===== src/rtl/pwm_pc_pkg.sv =====
package pwm_pc_pkg;
    typedef enum logic {
        RAMP_UP   = 1'b0,
        RAMP_DOWN = 1'b1
    } ramp_e;

    localparam logic SEL_DUTY = 1'b0;
    localparam logic SEL_CEIL = 1'b1;
endpackage


===== src/rtl/pwm_ramp_fsm.sv =====
module pwm_ramp_fsm
    import pwm_pc_pkg::*;
#(
    parameter int W = 8
) (
    input  logic         clk,
    input  logic         rst_n,
    input  logic [W-1:0] top_act,
    output logic [W-1:0] count,
    output ramp_e        state,
    output logic         at_top,
    output logic         at_bottom
);
    localparam logic [W-1:0] ZERO = '0;
    localparam logic [W-1:0] ONE  = W'(1);

    ramp_e        state_nxt;
    logic [W-1:0] count_nxt;

    always_ff @(posedge clk) begin
        if (!rst_n) begin
            state <= RAMP_UP;
            count <= ZERO;
        end else begin
            state <= state_nxt;
            count <= count_nxt;
        end
    end

    always_comb begin
        state_nxt = state;
        count_nxt = count;
        unique case (state)
            RAMP_UP: begin
                if (count >= top_act) begin
                    if (top_act == ZERO && count == ZERO) begin
                        count_nxt = ZERO;
                    end else begin
                        state_nxt = RAMP_DOWN;
                        count_nxt = count - ONE;
                    end
                end else begin
                    count_nxt = count + ONE;
                end
            end
            RAMP_DOWN: begin
                if (count == ZERO) begin
                    state_nxt = RAMP_UP;
                    count_nxt = (top_act == ZERO) ? ZERO : ONE;
                end else begin
                    count_nxt = count - ONE;
                end
            end
        endcase
    end

    assign at_top    = (state == RAMP_UP) && (count >= top_act);
    assign at_bottom = (count == ZERO);
endmodule


===== src/rtl/pwm_shadow_regs.sv =====
module pwm_shadow_regs
    import pwm_pc_pkg::*;
#(
    parameter int W = 8
) (
    input  logic         clk,
    input  logic         rst_n,
    input  logic         mode,
    input  logic         wr_en,
    input  logic         wr_sel,
    input  logic [W-1:0] wr_data,
    input  logic         at_top,
    input  logic         at_bottom,
    output logic [W-1:0] cmp_act,
    output logic [W-1:0] top_act
);
    logic [W-1:0] cmp_buf;
    logic [W-1:0] top_buf;
    logic         commit;

    assign commit = mode ? at_bottom : at_top;

    always_ff @(posedge clk) begin
        if (!rst_n) begin
            cmp_buf <= '0;
            top_buf <= '1;
        end else if (wr_en) begin
            if (wr_sel == SEL_DUTY) cmp_buf <= wr_data;
            else                    top_buf <= wr_data;
        end
    end

    always_ff @(posedge clk) begin
        if (!rst_n) begin
            cmp_act <= '0;
            top_act <= '1;
        end else if (commit) begin
            cmp_act <= cmp_buf;
            top_act <= top_buf;
        end
    end
endmodule


===== src/rtl/pwm_wave_gen.sv =====
module pwm_wave_gen
    import pwm_pc_pkg::*;
#(
    parameter int W = 8
) (
    input  logic         clk,
    input  logic         rst_n,
    input  ramp_e        state,
    input  logic [W-1:0] count,
    input  logic [W-1:0] cmp_act,
    input  logic [W-1:0] top_act,
    output logic         pwm_out,
    output logic         cmp_hit
);
    logic pwm_nxt;

    assign cmp_hit = (count == cmp_act);

    always_comb begin
        pwm_nxt = pwm_out;
        if (cmp_act == '0)              pwm_nxt = 1'b0;
        else if (cmp_act >= top_act)    pwm_nxt = 1'b1;
        else if (cmp_hit) begin
            unique case (state)
                RAMP_UP:   pwm_nxt = 1'b0;
                RAMP_DOWN: pwm_nxt = 1'b1;
            endcase
        end
    end

    always_ff @(posedge clk) begin
        if (!rst_n) pwm_out <= 1'b0;
        else        pwm_out <= pwm_nxt;
    end
endmodule


===== src/rtl/pwm_pc_timer.sv =====
module pwm_pc_timer
    import pwm_pc_pkg::*;
#(
    parameter int W = 8
) (
    input  logic         clk,
    input  logic         rst_n,
    input  logic         mode,
    input  logic         wr_en,
    input  logic         wr_sel,
    input  logic [W-1:0] wr_data,
    output logic [W-1:0] count,
    output logic         pwm_out,
    output logic         cmp_hit,
    output logic         period_evt
);
    ramp_e        state;
    logic         at_top;
    logic         at_bottom;
    logic [W-1:0] cmp_act;
    logic [W-1:0] top_act;

    pwm_ramp_fsm #(.W(W)) u_fsm (
        .clk       (clk),
        .rst_n     (rst_n),
        .top_act   (top_act),
        .count     (count),
        .state     (state),
        .at_top    (at_top),
        .at_bottom (at_bottom)
    );

    pwm_shadow_regs #(.W(W)) u_regs (
        .clk       (clk),
        .rst_n     (rst_n),
        .mode      (mode),
        .wr_en     (wr_en),
        .wr_sel    (wr_sel),
        .wr_data   (wr_data),
        .at_top    (at_top),
        .at_bottom (at_bottom),
        .cmp_act   (cmp_act),
        .top_act   (top_act)
    );

    pwm_wave_gen #(.W(W)) u_wave (
        .clk     (clk),
        .rst_n   (rst_n),
        .state   (state),
        .count   (count),
        .cmp_act (cmp_act),
        .top_act (top_act),
        .pwm_out (pwm_out),
        .cmp_hit (cmp_hit)
    );

    assign period_evt = at_top | at_bottom;
endmodule


===== config.mk =====
export PLATFORM = sky130hd
export DESIGN_NAME = pwm_pc_timer
export DESIGN_NICKNAME = d
export VERILOG_FILES = /design/src/rtl/pwm_pc_pkg.sv /design/src/rtl/pwm_ramp_fsm.sv /design/src/rtl/pwm_shadow_regs.sv /design/src/rtl/pwm_wave_gen.sv /design/src/rtl/pwm_pc_timer.sv
export SDC_FILE = /design/constraint.sdc
export NUM_CORES = 1
export LEC_CHECK = 0
export BUFFER_PORTS_ARGS = -buffer_cell sky130_fd_sc_hd__buf_4
export CORE_ASPECT_RATIO = 0.9
export CORE_MARGIN = 3
export CORE_UTILIZATION = 40
export DETAILED_ROUTE_END_ITERATION = 8
export GPL_ROUTABILITY_DRIVEN = 0
export GPL_TIMING_DRIVEN = 0
export SYNTH_ARGS = -nofsm -noshare
export SYNTH_HDL_FRONTEND = slang
export SYNTH_SLANG_ARGS = --single-unit

===== constraint.sdc =====
create_clock -name clk -period 4.75 [get_ports clk]
set_clock_uncertainty 0.05 [all_clocks]
set_input_delay 0.475 -clock clk [delete_from_list [all_inputs] [get_ports clk]]
set_output_delay 0.475 -clock clk [all_outputs]
set_load 0.02 [all_outputs]

Word level (Yosys, flattened, before mapping)
Index checks and enable logic that the tools add are counted.
{"block": "totals", "ff_bits": 42, "n_memories": 0, "output_inout_bits": 11, "ram_bits": 0, "in_bits": 13, "wordCells": 38, "latch_bits": 0, "rom_bits": 0}
{"block": "classes", "n_eq_ne": 1, "n_mux": 13, "div": 0, "n_bitwise": 4, "n_mul": 0, "n_lt_le_gt_ge": 2, "shift": 0, "addsub": 2, "reduce_logical": 9}
{"op": "$logic_not A8 Y1", "n": 3}
{"op": "$mux W8", "n": 3}
{"op": "$ge A8 B8 Y1", "n": 2}
{"op": "$pmux W8 S2", "n": 1}
{"op": "$add A8 B1 Y8 const B", "n": 1}
{"op": "$eq A8 B8 Y1", "n": 1}
{"op": "$sub A8 B1 Y8 const B", "n": 1}
{"op": "$mux W1", "n": 7}
{"op": "$pmux W1 S2", "n": 2}
{"op": "$reduce_and A2 Y1", "n": 2}
{"op": "$not A1 Y1", "n": 3}
{"op": "$logic_and A1 B1 Y1", "n": 2}
{"op": "$reduce_bool A2 Y1", "n": 1}
{"op": "$reduce_or A2 Y1", "n": 1}
{"op": "$or A1 B1 Y1", "n": 1}

Logic depth before layout (Yosys ltp)
Gate-level depths: netlist (run 1).
{"block": "depth", "ltp_word": 5, "ltp_mapped": 9, "ltp_nobuf": 7}

Hierarchy
Synthesis (run 1) repeated with hierarchy kept, for this count alone.
{"block": "hier_totals", "hier_cells": 288, "area_unflattened_um2": 2489.9}
{"mod": "pwm_shadow_regs", "area_each_um2": 1179.9, "n_inst": 1, "cells_each": 124}
{"mod": "pwm_ramp_fsm", "area_each_um2": 968.4, "n_inst": 1, "cells_each": 120}
{"mod": "pwm_wave_gen", "area_each_um2": 335.3, "n_inst": 1, "cells_each": 43}
{"mod": "pwm_pc_timer", "area_each_um2": 6.3, "n_inst": 1, "cells_each": 1}

Least setup slack after synthesis (run 1)
Ideal clock, no wire load.
{"block": "synth_path", "path_kind": "reg-to-output", "startpoint": "reg u_fsm.count[0]", "endpoint": "out period_evt", "t_arrival_ps": 2291, "required_time_ps": 4225, "path_stages_with_launch": 9, "path_buffers": 2, "slack_ps": 1934, "path_cell_list": "dfxtp_1 > clkbuf_1 > inv_1 > ha_1 > nor2b_1 > o21ai_0 > a211oi_2 > clkbuf_1 > o21ai_0"}
{"block": "synth_between", "elab_chain_cells": 3}
{"item": "start, declared", "line": "pwm_ramp_fsm.sv:9", "source": "output logic [W-1:0] count,"}
{"item": "start signal, assigned", "line": "pwm_ramp_fsm.sv:26", "source": "count <= count_nxt;"}
{"item": "$ge A8 B8 Y1", "line": "pwm_ramp_fsm.sv:57", "source": "assign at_top = (state == RAMP_UP) && (count >= top_act);"}
{"item": "$logic_and A1 B1 Y1", "line": "pwm_ramp_fsm.sv:57"}
{"item": "$or A1 B1 Y1 *", "line": "pwm_pc_timer.sv:57", "source": "assign period_evt = at_top | at_bottom;"}
{"item": "end, declared", "line": "pwm_pc_timer.sv:15", "source": "output logic period_evt"}
Every way passes the cells marked *; elsewhere a longest branch is shown, timed or not.

Worst setup path in the final report (run 1)
Ends and elaborated chain as after synthesis.

==> results of run 1 <==
==> stage by stage <==
stage / std cells / utilization (%) / area (µm²) / setup WS (ps) / hold WS (ps)
finish: 396 / 48.7 / 2840 / 1120 / 349
global route: 396 / 48.7 / 2840 / 829 / 353
CTS: 396 / 48.7 / 2840 / 1090 / 347
detailed placement: 388 / 46.8 / 2730 / 1440 / 406
global placement: 388 / 46.8 / 2730 / 1490 / 406
floorplan: 296 / - / 2470 / 1930 / 390
==> per-layer routing <==
layer / wire (µm) / up-vias / share of wire (%) / track usage (%)
met5: 0 / - / 0 / 0
met2: 2830 / 56 / 43 / 26.7
met4: 41 / 0 / 0.62 / 4.08
met1: 3330 / 1078 / 51 / 30.3
li1: - / 1138 / - / -
met3: 367 / 4 / 5.6 / 5.44
==> sequential cells by signal (all words and copies together) (netlist names) <==
signal / count
u_fsm.state: 1
u_regs.cmp_act: 8
u_regs.top_buf: 8
u_wave.pwm_out: 1
u_regs.top_act: 8
u_regs.cmp_buf: 8
u_fsm.count: 8
==> power by group through the flow <==
stage | registers (mW) | clock network, mW | logic (mW)
6_report | 0.400 | 0.287 | 0.283
5_1_grt | 0.404 | 0.311 | 0.316
4_1_cts | 0.400 | 0.293 | 0.281
3_5_place_dp | 0.408 | 0 | 0.279
3_3_place_gp | 0.408 | 0 | 0.277
2_1_floorplan | 0.410 | 0 | 0.192
==> final cells by class <==
cell class / count / area (µm²) / share of cell area (%)
inverters: 13 / 48.8 / 1.72
plain buffers: 21 / 92.6 / 3.26
flip-flops and latches: 42 / 841 / 29.6
well taps: 70 / 87.6 / 3.09
clock buffers: 6 / 72.6 / 2.56
clock inverters: 2 / 37.5 / 1.32
repair buffers: 22 / 165 / 5.82
multi-input cells: 220 / 1490 / 52.6
==> how the worst max path moves through the flow <==
| stage | cells after the start | slack [ps] | to | startpoint |
|---|---|---|---|---|
| after floorplan | 8 | 1930 | period_evt | u_fsm.count[0]$_SDFF_PN0_ |
| after global placement | 9 | 1490 | period_evt | u_fsm.count[0]$_SDFF_PN0_ |
| after detailed placement | 9 | 1440 | period_evt | u_fsm.count[0]$_SDFF_PN0_ |
| after CTS | 9 | 1090 | period_evt | u_fsm.count[0]$_SDFF_PN0_ |
| after global routing | 9 | 830 | period_evt | u_fsm.count[0]$_SDFF_PN0_ |
| final | 9 | 1120 | period_evt | u_fsm.count[0]$_SDFF_PN0_ |
==> logic make-up (layout without fill, tap and decap cells) <==
kind of cell,count (synthesis),after routing,synth area share (%)
adder cells (fa/ha/maj),19,19,9.61
multiplexers,10,10,4.10
AND/OR/NAND/NOR,116,116,24.0
XOR/XNOR,13,13,4.60
AO/OA/AOI/OAI,62,62,18.0
buffers and inverters,34,64,5.72
flip-flops,42,42,34.0
==> critical path, delay by kind of cell (launching register included) <==
kind / cells / cell delay [ps]
buffers and inverters: 4 / 1140
AND/OR/NAND/NOR: 1 / 100
adder cells (fa/ha/maj): 1 / 320
flip-flops: 1 / 350
AO/OA/AOI/OAI: 3 / 900
==> placed cells by master (no fill, tap or decap), drive strengths merged, types with 2 or more instances in the layout <==
cell and count:
nor2b 2, o21ai 10, a32oi 3, dfxtp 42, xor2 3, nor3 5, nand3 37, xnor2 10
o311a 3, nand2 22, and2 6, nor2 21, buf 29, inv 13, mux2i 9, a21oi 13
o211ai 2, clkbuf 20, a211oi 5, nand4 7, o31a 2, or3 3, a41oi 2, o311ai 7
or4 3, ha 19, a21o 9, nor4 4
==> results_dict.tcl, run 1 <==
set metrics [dict create \
    p_leak_nw 1.26 \
    p_switching_uw 320 \
    hp-class "in -> reg" \
    hold_end "u_regs.top_buf[0]$_SDFFE_PN1P_" \
    die_w_um 88.9 \
    reg2reg_to "u_fsm.count[5]$_SDFF_PN0_" \
    crit_path_max_incr_delay_ps 590 \
    drt-total-wl_mm 6.57 \
    r2r-start "u_fsm.count[0]$_SDFF_PN0_" \
    numCtsBuffers 5 \
    critPathLaunchType "flip-flop" \
    worst_setup_path_end_kind "output pin" \
    drt_iter0_markers 141 \
    p_seq_share_pct 41.2 \
    cts_tree "yes" \
    reg2reg_setup_slack_ps 1750 \
    dr.pass1.iters 4 \
    final.setup.tns_ps 0 \
    crit_fanout 10 \
    cts_max_path_buffers 2 \
    worstPathRequired_ps 4220 \
    ios 24 \
    synthTopCellsByArea "dfxtp_1, ha_1, nand3_1" \
    clk_pin_slew_ps 80 \
    fin_crit_ps 3630 \
    dp_hpwl_mm 4.88 \
    antenna_found_initial 0 \
    final_antenna_net_count 0 \
    grt_pass1_vias 2098 \
    ys.flop_type "dfxtp_1" \
    crit_arrival_ps 3110 \
    syn_area_mm2 0.00247 \
    setup_viol 0 \
    clk_latency_ps 300 \
    nets 357 \
    synthArstFlopShare_pct 0 \
    h-tree-depth 2 \
    port_buffers 22 \
    fmax_mhz 275 \
    rows 26 \
    grt_max_degree 14 \
    reg2reg_depth 9 \
    relSlewSlack_pct 45.7 \
    track_usage_pct 19.7 \
    yosysWarnings 0 \
    diodes 0 \
    netlist_top_cells_count "dfxtp_1, nand3_1, nand2_1, nor2_1, ha_1" \
    hold_path_depth 3 \
    syn-num-nets 328 \
    core_mm2 0.00582 \
    synth_cell_types 47 \
    drive_above_1_share_pct 12.3 \
    combinationalPowerShare_pct 29.2 \
    hold_viol_final 0 \
    cts-root-buf "clkbuf_8" \
    p_int_uw 648 \
    crit_type "reg -> out" \
    grt_pass1_wl_mm 10.8 \
    p_total_uw 969 \
    ys_seq_elements 42 \
    status "finished, final reports clean" \
    clockPowerShare_pct 29.6 \
    initial_utilization_pct 42.5 \
    route.detailed.drc 0 \
    drv_slew 0 \
    grt_overflow_total 0 \
    hp-start "wr_data[0]" \
    ctsResizeCount 0 \
    chipHeight_um 80.6 \
    avgViaCountPerCell 5.75 \
    hold_buffers 0 \
    postSynthCellCount 296 \
    synth_edf_count 0 \
    yosysTopAreaCell "dfxtp_1" \
    ys_seq_area_share_pct 34.0 \
    nFillCells 569 \
    swShare_pct 33.1 \
    rsz0062_at_grt "false" \
    fp.dieArea_mm2 0.00716 \
    synth_top_area_share_pct 34.0 \
    wire_per_inst_um 16.6 \
    cap_violations 0 \
    dr_total_vias 2276 \
    area.growth.synth_to_final_pct 14.7 \
    post_cts_buffers 0 \
    fin_crit_sh_pct 76.5 \
    ir_drop_uv 205 \
    syn_area_per_cell_um2 8.36 \
    power_density_mw_per_mm2 342 \
    post-synth-top-count-cell "dfxtp_1" \
    crit_path_cell_trace "clkbuf_1 > inv_1 > ha_1 > nor2b_1 > o21ai_0 > a211oi_2 > clkbuf_1 > o21ai_0 > buf_4" \
    slowest_stage "a211oi_2" \
    cts.sinks 42 \
    worst_slew_pin_slew_ps 810 \
]
(Power assumes the default switching activity.)
==> run 2, diff against run 1 <==
Clock period 4.75 ns to 3.75 ns, I/O delays scaled along.
==> run 2 against run 1 <==
- combinational power rose by 27%
- utilization rose by 0.13 points
- total power rose by 27%
- critical endpoint unchanged
- largest cell class unchanged
==> results_dict.tcl, run 2 (synthesized netlist as in run 1, its figures left out) <==
set metrics [dict create \
    dr_total_vias 2301 \
    final_common_cell "dfxtp_1" \
    chipHeight_um 80.6 \
    post_cts_buffers 0 \
    hold_path_depth 3 \
    crit_path_cell_trace "clkbuf_1 > inv_1 > ha_1 > nor2b_1 > o21ai_0 > a211oi_4 > clkbuf_1 > o21ai_0 > buf_4" \
    crit_buf_inv 4 \
    initial_utilization_pct 42.5 \
    cp.depth 9 \
    grt_pass1_wl_mm 10.8 \
    fmax_mhz 286 \
    fp.dieArea_mm2 0.00716 \
    power_density_mw_per_mm2 432 \
    crit_arrival_ps 3080 \
    cts-root-buf "clkbuf_8" \
    grt_pass1_vias 2098 \
    critPathLaunchType "flip-flop" \
    clk_pin_slew_ps 80 \
    cp_top_family "buffers and inverters" \
    numCtsBuffers 5 \
    diodes 0 \
    setup_viol 0 \
    ios 24 \
    track_usage_pct 19.7 \
    final_antenna_net_count 0 \
    post-route-util_pct 48.8 \
    grt_overflow_total 0 \
    crit_path_max_incr_delay_ps 520 \
    drt-total-wl_mm 6.62 \
    cap_violations 0 \
    status "finished, final reports clean" \
    port_buffers 22 \
    cts_tree "yes" \
    regArea_um2 841 \
    cts_max_path_buffers 2 \
    wire_per_inst_um 16.7 \
    area.growth.synth_to_final_pct 15.0 \
    relSlewSlack_pct 43.4 \
    multi_input_area_mm2 0.00150 \
    worst_setup_path_end_kind "output pin" \
    drive_above_1_share_pct 12.3 \
    drt_iter0_markers 146 \
    core_mm2 0.00582 \
    ir_drop_uv 260 \
    crit_fanout 10 \
    hp-class "in -> reg" \
    antenna_found_initial 0 \
    crit_type "reg -> out" \
    fin_crit_ps 3500 \
    drv_slew 0 \
    worst_slew_pin_slew_ps 844 \
    p_leak_nw 1.26 \
    cts.sinks 42 \
    dr.pass1.iters 4 \
    die_w_um 88.9 \
    nFillCells 569 \
    h-tree-depth 2 \
    final.setup.tns_ps 0 \
    rows 26 \
    rsz0062_at_grt "false" \
    final_cell_mix "dfxtp_1, nand3_1, nand2_1, buf_4, nor2_1" \
    worstPathRequired_ps 3320 \
    clk_latency_ps 300 \
    dp_hpwl_mm 4.88 \
    reg2reg_depth 9 \
    avgViaCountPerCell 5.81 \
    slowest_stage "a211oi_4" \
    hold_viol_final 0 \
    nets 357 \
    fin_crit_sh_pct 93.4 \
    grt_max_degree 14 \
    route.detailed.drc 0 \
]
==> run 2: worst paths after layout <==
kind | startpoint | to | slack (ps)
setup reg to reg | u_fsm.count[0]$_SDFF_PN0_ | u_fsm.count[5]$_SDFF_PN0_ | 780
hold reg to reg | u_regs.top_buf[4]$_SDFFE_PN1P_ | u_regs.top_buf[4]$_SDFFE_PN1P_ | 430
hold / removal | wr_data[0] | u_regs.top_buf[0]$_SDFFE_PN1P_ | 250
setup / recovery | u_fsm.count[0]$_SDFF_PN0_ | period_evt | 250
==> run 2: layout make-up <==
class,count,area share [%]
plain buffers,21,3.26
multi-input cells,220,52.7
flip-flops and latches,42,29.6
clock inverters,2,1.32
well taps,70,3.08
repair buffers,22,5.81
inverters,13,1.72
clock buffers,6,2.55
==> run 2: through the flow <==
| stage | instances | hold WS, ps | cell area [µm²] | setup slack, ps | total power [mW] |
|---|---|---|---|---|---|
| 5_1_grt | 396 | 253 | 2840 | 21.4 | 1.31 |
| 3_3_place_gp | 388 | 406 | 2730 | 587 | 0.867 |
| 4_1_cts | 396 | 247 | 2840 | 195 | 1.23 |
| 2_1_floorplan | 296 | 390 | 2470 | 1030 | 0.762 |
| 3_5_place_dp | 388 | 406 | 2730 | 538 | 0.870 |
| 6_report | 396 | 251 | 2840 | 248 | 1.23 |
==> run 2: worst register-to-register path, cell delays in order, from the launching register on <==
cell and delay, ps:
dfxtp_1 350, clkbuf_1 320, inv_1 180, ha_1 320, nor2b_1 100, o21ai_0 220, a211oi_4 520, clkbuf_1 450
nand4_1 160, a32oi_1 220
==> run 2: where the power goes <==
part | internal (mW) | switching [mW] | leakage, nW
sequential | 0.479 | 0.0276 | 0.344
clock | 0.199 | 0.164 | 0.0514
combinational | 0.144 | 0.216 | 0.866
==> run 2: layer usage <==
| metal | routed length (µm) | vias up | GRT usage (%) |
|---|---|---|---|
| met2 | 2880 | 71 | 26.7 |
| met5 | 0 | - | 0 |
| li1 | - | 1136 | - |
| met4 | 41 | 0 | 4.08 |
| met1 | 3290 | 1090 | 30.3 |
| met3 | 404 | 4 | 5.44 |
==> run 2: timing repair <==
| action | CTS | global route |
|---|---|---|
| hold buffers | 0 | 0 |
| resized for setup | 0 | 1 |
| endpoints found under the setup margin | 0 | 1 |
==> run 3, diff against run 2 <==
Settings changed: CELL_PAD_IN_SITES_DETAIL_PLACEMENT from default to 0, CELL_PAD_IN_SITES_GLOBAL_PLACEMENT from default to 1, PLACE_DENSITY_LB_ADDON from default to 0.1.
==> run 3 against run 2 <==
- via count down 3.1%
- sequential power about the same
- hold slack got worse by 1.1 ps
- non-clock buffer count is the same
- wire length about the same
- register-to-register slack barely moved
- cell count unchanged
- first-iteration DRC count decreased by 8.9%
- largest cell class unchanged
- cell area stayed put
==> results_dict.tcl, run 3 (synthesized netlist as in run 1, its figures left out) <==
set metrics [dict create \
    hp-start "wr_data[0]" \
    crit_type "reg -> out" \
    dr_total_vias 2229 \
    chipHeight_um 80.6 \
    diodes 0 \
    reg2reg_to "u_fsm.count[4]$_SDFF_PN0_" \
    final_common_cell "dfxtp_1" \
    final_cell_mix "dfxtp_1, nand3_1, nand2_1, buf_4, nor2_1" \
    cts_max_path_buffers 2 \
    grt_pass1_wl_mm 10.7 \
    clk_pin_slew_ps 90 \
    crit_fanout 10 \
    p_leak_nw 1.26 \
    p_switching_uw 409 \
    whs_ps 250 \
    post_cts_buffers 0 \
    grt_max_degree 14 \
    relSlewSlack_pct 45.5 \
    fp.dieArea_mm2 0.00716 \
    power_density_mw_per_mm2 433 \
    clockPowerShare_pct 29.6 \
    grt_overflow_total 0 \
    track_usage_pct 19.5 \
    worstPathRequired_ps 3320 \
    drt-total-wl_mm 6.61 \
    cts.sinks 42 \
    reg2reg_setup_slack_ps 790 \
    dr.pass1.iters 4 \
    route.detailed.drc 0 \
    swShare_pct 33.2 \
    final.setup.tns_ps 0 \
    worst_slew_pin_slew_ps 812 \
    numCtsBuffers 5 \
    worst_setup_path_end_kind "output pin" \
    hold_viol_final 0 \
    p_seq_share_pct 41.2 \
    drv_slew 0 \
    nFillCells 587 \
    status "finished, final reports clean" \
    clk_latency_ps 300 \
    fin_crit_ps 3500 \
    cts_tree "yes" \
    drive_above_1_share_pct 12.3 \
    drt_iter0_markers 133 \
    ios 24 \
    port_buffers 22 \
    r2r-start "u_fsm.count[0]$_SDFF_PN0_" \
    rsz0062_at_grt "false" \
    hold_path_depth 3 \
    antenna_found_initial 0 \
    rows 26 \
    p_int_uw 821 \
    ir_drop_uv 194 \
    core_mm2 0.00582 \
    fmax_mhz 286 \
    fin_crit_sh_pct 93.2 \
    grt_pass1_vias 2066 \
    hold_end "u_regs.top_buf[0]$_SDFFE_PN1P_" \
    wire_per_inst_um 16.7 \
    hp-class "in -> reg" \
    combinationalPowerShare_pct 29.2 \
    hold_buffers 0 \
    h-tree-depth 2 \
    critPathLaunchType "flip-flop" \
    area.growth.synth_to_final_pct 15.0 \
    final_antenna_net_count 0 \
    avgViaCountPerCell 5.63 \
    reg2reg_depth 9 \
    nets 357 \
    crit_arrival_ps 3070 \
    cap_violations 0 \
    initial_utilization_pct 42.5 \
    cts-root-buf "clkbuf_8" \
    die_w_um 88.9 \
    dp_hpwl_mm 5.09 \
    setup_viol 0 \
]
run 3: cell counts in the layout (fill, tap and decap cells not counted):
No cell type changed its count.
run 3: repair_timing:
item | in CTS | in global routing
resized for setup | 0 | 1
setup endpoints to repair | 0 | 1
endpoints found under the hold margin | 0 | 0
run 3: critical path: stages (launching register included):
cell	delay, ps
dfxtp_1	370
clkbuf_1	340
inv_1	190
ha_1	330
nor2b_1	100
o21ai_0	210
a211oi_4	480
clkbuf_1	430
o21ai_0	150
buf_4	180
run 3: layer usage:
layer / up-vias / part of all wire, % / GRT usage [%] / routed length [µm]
li1: 1140 / - / - / -
met1: 1042 / 54 / 30.2 / 3540
met2: 40 / 41 / 27.1 / 2700
met3: 7 / 4.7 / 3.69 / 309
met4: 0 / 0.88 / 4.83 / 58
met5: - / 0 / 0 / 0
run 3: per-stage QoR:
step	utilization, %	instances	cell area [µm²]	power, mW	setup slack [ps]
3_3_place_gp	46.8	388	2730	0.870	530
4_1_cts	48.7	396	2840	1.23	200
6_report	48.8	396	2840	1.23	254
3_5_place_dp	46.8	388	2730	0.871	545
5_1_grt	48.8	396	2840	1.30	38.7
2_1_floorplan	-	296	2470	0.762	1030
run 3: layout make-up:
class	count	area [µm²]	share of cell area, %
clock buffers	6	72.6	2.55
well taps	70	87.6	3.08
plain buffers	21	92.6	3.26
inverters	13	48.8	1.72
clock inverters	2	37.5	1.32
multi-input cells	220	1500	52.7
flip-flops and latches	42	841	29.6
repair buffers	22	165	5.81
run 3: how the worst max path moves through the flow:
stage,from,endpoint,depth (start not counted)
after CTS,u_fsm.count[0]$_SDFF_PN0_,period_evt,9
after floorplan,u_fsm.count[0]$_SDFF_PN0_,period_evt,8
after global placement,u_fsm.count[0]$_SDFF_PN0_,period_evt,9
after detailed placement,u_fsm.count[0]$_SDFF_PN0_,period_evt,9
final,u_fsm.count[0]$_SDFF_PN0_,period_evt,9
after global routing,u_fsm.count[0]$_SDFF_PN0_,period_evt,9
run 3: power groups by stage:
stage	sequential, mW	combinational, mW	clock [mW]
CTS	0.507	0.355	0.372
global placement	0.517	0.354	0
global route	0.512	0.398	0.389
finish	0.506	0.360	0.364
floorplan	0.519	0.243	0
detailed placement	0.518	0.354	0
